`config.mk`:
```
export PLATFORM = sky130hd
export DESIGN_NAME = manch_tx
export DESIGN_NICKNAME = d
export VERILOG_FILES = /design/src/rtl/manch_pkg.sv /design/src/rtl/manch_half_timer.sv /design/src/rtl/manch_phase_seq.sv /design/src/rtl/manch_shift_reg.sv /design/src/rtl/manch_tx.sv
export SDC_FILE = /design/constraint.sdc
export NUM_CORES = 1
export LEC_CHECK = 0
export BUFFER_PORTS_ARGS = -buffer_cell sky130_fd_sc_hd__buf_2
export CAP_MARGIN = 20
export CORE_MARGIN = 2
export CORE_UTILIZATION = 53
export CTS_CLUSTER_SIZE = 12
export DETAILED_ROUTE_END_ITERATION = 7
export HOLD_SLACK_MARGIN = 0.08
export PLACE_DENSITY = 0.76
export RECOVER_POWER = 25
export SLEW_MARGIN = 15
export SYNTH_ARGS = -nofsm -noshare
export SYNTH_HDL_FRONTEND = slang
export SYNTH_SLANG_ARGS = --single-unit
```
`constraint.sdc`:
```
create_clock -name clk -period 1.7 [get_ports clk]
set_input_delay 0.085 -clock clk [delete_from_list [all_inputs] [get_ports clk]]
set_output_delay 0.085 -clock clk [all_outputs]
set_load 0.02 [all_outputs]
```
`src/rtl/manch_pkg.sv`:
```
package manch_pkg;

   typedef enum logic {
      ORDER_LSB = 1'b0,
      ORDER_MSB = 1'b1
   } bit_order_e;

   // sync slot plus payload
   function automatic int frame_bits(input int data_w);
      return data_w + 1;
   endfunction

endpackage

```
`src/rtl/manch_half_timer.sv`:
```
module manch_half_timer #(
   parameter int HALF_BIT_CYCLES = 4
) (
   input  logic clk,
   input  logic rst_n,
   input  logic run,
   input  logic restart,
   output logic tick
);
   localparam int CNT_W = (HALF_BIT_CYCLES > 2) ? $clog2(HALF_BIT_CYCLES) : 1;
   localparam logic [CNT_W-1:0] CNT_LAST = CNT_W'(HALF_BIT_CYCLES - 1);

   logic [CNT_W-1:0] cnt_q;

   always_ff @(posedge clk or negedge rst_n) begin
      if (!rst_n) begin
         cnt_q <= '0;
      end else if (restart || !run) begin
         cnt_q <= '0;
      end else if (cnt_q == CNT_LAST) begin
         cnt_q <= '0;
      end else begin
         cnt_q <= cnt_q + 1'b1;
      end
   end

   assign tick = run && (cnt_q == CNT_LAST);

endmodule

```
`src/rtl/manch_phase_seq.sv`:
```
module manch_phase_seq #(
   parameter int NBITS = 9
) (
   input  logic clk,
   input  logic rst_n,
   input  logic start,
   input  logic tick,
   output logic bit_clk,
   output logic busy,
   output logic done,
   output logic advance,
   output logic finish
);
   localparam int IDX_W = $clog2(NBITS + 1);
   localparam logic [IDX_W-1:0] IDX_LAST = IDX_W'(NBITS - 1);

   logic [IDX_W-1:0] idx_q;
   logic             end_of_bit;

   assign end_of_bit = busy && tick && bit_clk;
   assign advance    = end_of_bit && (idx_q != IDX_LAST);
   assign finish     = end_of_bit && (idx_q == IDX_LAST);

   always_ff @(posedge clk or negedge rst_n) begin
      if (!rst_n) begin
         busy    <= 1'b0;
         bit_clk <= 1'b0;
         done    <= 1'b0;
         idx_q   <= '0;
      end else begin
         done <= 1'b0;
         if (start) begin
            busy    <= 1'b1;
            bit_clk <= 1'b0;
            idx_q   <= '0;
         end else if (busy && tick) begin
            if (!bit_clk) begin
               bit_clk <= 1'b1;
            end else begin
               bit_clk <= 1'b0;
               if (finish) begin
                  busy <= 1'b0;
                  done <= 1'b1;
               end else begin
                  idx_q <= idx_q + 1'b1;
               end
            end
         end
      end
   end

endmodule

```
`src/rtl/manch_shift_reg.sv`:
```
module manch_shift_reg
   import manch_pkg::*;
#(
   parameter int         DATA_W = 8,
   parameter bit_order_e ORDER  = ORDER_MSB
) (
   input  logic              clk,
   input  logic              rst_n,
   input  logic              load,
   input  logic [DATA_W-1:0] load_data,
   input  logic              shift,
   input  logic              clear,
   output logic              bit_o
);
   localparam int NBITS = frame_bits(DATA_W);

   logic [NBITS-1:0] sr_q;

   generate
      if (ORDER == ORDER_MSB) begin : g_msb
         always_ff @(posedge clk or negedge rst_n) begin
            if (!rst_n)      sr_q <= '0;
            else if (load)   sr_q <= {1'b0, load_data};
            else if (clear)  sr_q <= '0;
            else if (shift)  sr_q <= {sr_q[NBITS-2:0], 1'b0};
         end
         assign bit_o = sr_q[NBITS-1];
      end else begin : g_lsb
         always_ff @(posedge clk or negedge rst_n) begin
            if (!rst_n)      sr_q <= '0;
            else if (load)   sr_q <= {load_data, 1'b0};
            else if (clear)  sr_q <= '0;
            else if (shift)  sr_q <= {1'b0, sr_q[NBITS-1:1]};
         end
         assign bit_o = sr_q[0];
      end
   endgenerate

endmodule

```
`src/rtl/manch_tx.sv`:
```
module manch_tx
   import manch_pkg::*;
#(
   parameter int         DATA_W          = 8,
   parameter int         HALF_BIT_CYCLES = 4,
   parameter bit_order_e ORDER           = ORDER_MSB
) (
   input  logic              clk,
   input  logic              rst_n,
   input  logic              in_valid,
   output logic              in_ready,
   input  logic [DATA_W-1:0] in_data,
   output logic              line_o,
   output logic              busy_o,
   output logic              done_o
);
   localparam int NBITS = frame_bits(DATA_W);

   initial begin
      assert (HALF_BIT_CYCLES >= 2) else $fatal(1, "HALF_BIT_CYCLES must be at least 2");
      assert (DATA_W >= 1)          else $fatal(1, "DATA_W must be at least 1");
   end

   logic accept, tick, bit_clk, busy, done, advance, finish, data_bit;

   assign in_ready = !busy;
   assign accept   = in_valid && in_ready;

   manch_half_timer #(.HALF_BIT_CYCLES(HALF_BIT_CYCLES)) u_timer (
      .clk     (clk),
      .rst_n   (rst_n),
      .run     (busy),
      .restart (accept),
      .tick    (tick)
   );

   manch_phase_seq #(.NBITS(NBITS)) u_seq (
      .clk     (clk),
      .rst_n   (rst_n),
      .start   (accept),
      .tick    (tick),
      .bit_clk (bit_clk),
      .busy    (busy),
      .done    (done),
      .advance (advance),
      .finish  (finish)
   );

   manch_shift_reg #(.DATA_W(DATA_W), .ORDER(ORDER)) u_sr (
      .clk       (clk),
      .rst_n     (rst_n),
      .load      (accept),
      .load_data (in_data),
      .shift     (advance),
      .clear     (finish),
      .bit_o     (data_bit)
   );

   assign line_o = data_bit ^ bit_clk;
   assign busy_o = busy;
   assign done_o = done;

endmodule

```
==> out/metrics.cfg <==
[placed_design]
placed_cells=115
place_ws_ns=0.2205
io_buffers=14
place_congestion=0.7855
hpwl_microns=1115
dpl_cell_area_sq_um=954.7

[grt]
grt_use_total_pct=21.03
antenna_found_initial=0
grt_overflow=0
grt_max_degree=19
grt_pass1_wl_microns=2980
grt_pass1_vias=677

[synth]
syn_nets=100
synth.area.mux_share_pct=1.149
ys_ff_latch=18
synth_cells=86
syn_avg_cell_area_sq_um=10.13
synth_area_leaders=dfrtp_1, a21oi_1, nand3_1
synthXorXnorAreaFrac_pct=2.011
synthAdderAreaFrac_pct=4.310
syn_area_sq_um=870.8
yosysUniqueCellTypes=26
synth_compound_area_share_pct=12.93
synth_top_family_by_area=simple AND/OR/NAND/NOR gates
yosysTopAreaCell=dfrtp_1
yosys.area_share.simple_pct=22.84
yosysWarnings=0
synth_top_cell_area_share_pct=51.72
yosysSeqAreaShare_pct=51.72

[sta]
finalSetupViolations=0
layout_setup_ws_ns=0.1930
relSlewSlack_pct=34.74
tns_ns=0
fmax_mhz=663.6
rsz0062_at_grt=no
worst_slew_pin_slew_ns=0.9790
min_period_ns=1.507
final_hold_viol_count=0
fin_worst_skew_ns=0.007599
fin_crit_sh_pct=88.65
drv_slew=0

[cells_and_area]
final_cell_count_no_fill=128
nNetsFinal=128
final_common_cell=dfrtp_1
design_area_sq_mm=0.001076
layout_common_cells=dfrtp_1, a21oi_1, buf_2, nand3_1, dlygate4sd3_1
fillers=109
area.growth.synth_to_final_pct=23.56
drive_above_1_share_pct=20.54
diodes=0

[drt]
ant_nets=0
wl_per_cell_microns=13.80
num_vias=709
drt_iter0_drc=16
drt_pre_antenna_iters=4
drc_errors=0
drt_wl_total_microns=1766
vias_per_cell=5.539

[die]
die_h_microns=44.54
core_area_sq_mm=0.001524
design.die.area_sq_mm=0.001983
rows=14
die_x_microns=44.54
start_util_pct=57.14
pin_count=15

[hold_path]
holdPathStages=1
worstHoldStart=u_timer.cnt_q[0]
hold_path.class=reg -> reg
hold_end=u_timer.cnt_q[0]

[critical_path]
start_kind=flip-flop
crit_path_max_incr_delay_ns=0.44
r2r_cells=5
critPathKind=reg -> reg
cp_top_family=flip-flops
cpMaxStageDelayCell=dfrtp_1
r2r-start=u_seq.idx_q[0]
arrival_ns=1.68
path_cells=inv_1 -> ha_1 -> nand3b_4 -> and2_4 -> a221o_1
endpoint_kind=flip-flop
timing.rr.end=u_sr.sr_q[1]
crit_required_ns=1.87
crit_buf_inv=1
worst-r2r-setup-slack_ns=0.19
crit_fanout=10

[status]
status=complete, no violations

[clock_network]
clkTransAtPathRegs_ns=0.09
cts_tree=built
clk_path_buf_depth=2
clkLatencyLatePin_ns=0.29
cts_max_level=1
cts-buffers-inserted=3
cts_resized=0
root_buffer=clkbuf_4
numClockSinks=18

[pwr]
powerDensity_mw_per_mm2=1550
power_leakage_nw=0.5240
vdd_drop_max_mv=1.123

[run]
cap_violations=0

metal layers:
layer	global-route usage [%]	wire length, microns	vias up
met5	0	0	-
met1	29.60	792	329
met2	32.75	874	25
met4	9.091	9	0
li1	-	-	353
met3	2.449	89	2
worst register-to-register path: stages, from the launching register on:
cell,delay (ns)
dfrtp_1,0.44
inv_1,0.10
ha_1,0.22
nand3b_4,0.15
and2_4,0.21
a221o_1,0.28
power breakdown:
| part | internal, mW | switching [mW] | leakage [nW] | total [mW] |
|---|---|---|---|---|
| clock | 0.0823 | 0.122 | 0.0138 | 0.204 |
| combinational | 0.320 | 0.373 | 0.285 | 0.693 |
| sequential | 0.609 | 0.162 | 0.225 | 0.771 |
layout make-up:
class | instances | area, sq um | share of cell area (%)
inverter | 4 | 15.01 | 1.395
multi-input combinational | 60 | 376.6 | 35.00
clock buffer | 3 | 22.52 | 2.093
timing repair buffer | 27 | 191.4 | 17.79
sequential | 18 | 450.4 | 41.86
tap | 16 | 20.02 | 1.860
synthesized netlist by cell type:
cell type / count
o21ai_1: 3
nor2_1: 9
o31ai_1: 1
nand4_4: 1
mux2i_1: 1
nand2_1: 5
dfrtp_1: 18
ha_1: 3
a32o_1: 1
nand3b_4: 1
nand3_1: 11
and2_4: 1
xor2_1: 1
xnor2_1: 1
a21oi_1: 14
and2_1: 1
nor3_1: 1
buf_2: 2
inv_1: 4
and3_1: 1
and3_4: 1
a221o_1: 1
clkbuf_1: 1
nand2b_1: 1
nor2b_1: 1
buf_8: 1
state kept, by name, indices dropped and copies added, names as in the netlist:
name and flops:
u_sr.sr_q 9, u_seq.idx_q 4, u_seq.bit_clk 1, u_seq.busy 1
u_seq.done 1, u_timer.cnt_q 2
timing repair:
action                                 CTS  global route
hold buffers                            10             0
buffers inserted                         0             0
endpoints found under the hold margin   27             0
per-stage QoR:
step | util [%] | power, mW | hold WS, ns
2_1_floorplan | - | 1.289 | -0.2106
3_3_place_gp | 62.64 | 1.411 | 0.03312
3_5_place_dp | 62.64 | 1.439 | 0.03792
4_1_cts | 70.69 | 1.655 | 0.2568
5_1_grt | 70.61 | 1.788 | 0.4703
6_report | 70.61 | 1.668 | 0.4360
how the worst max path moves through the flow:
stage,startpoint,end,depth (start not counted)
after detailed placement,u_seq.idx_q[1],u_sr.sr_q[1],5
after floorplan,u_seq.idx_q[0],u_sr.sr_q[1],5
after global routing,u_seq.idx_q[0],u_sr.sr_q[1],5
final,u_seq.idx_q[0],u_sr.sr_q[1],5
after CTS,u_seq.idx_q[1],u_sr.sr_q[1],5
after global placement,u_seq.idx_q[0],u_sr.sr_q[1],5
cell families (layout without fill, tap and decap cells):
logic type,Yosys count,count (layout)
mux,1,1
xor+xnor,2,2
simple gates,34,34
compound gates,20,20
flops,18,18
buf+inv,8,34
fa+ha+maj,3,3
(Power assumes the default switching activity.)
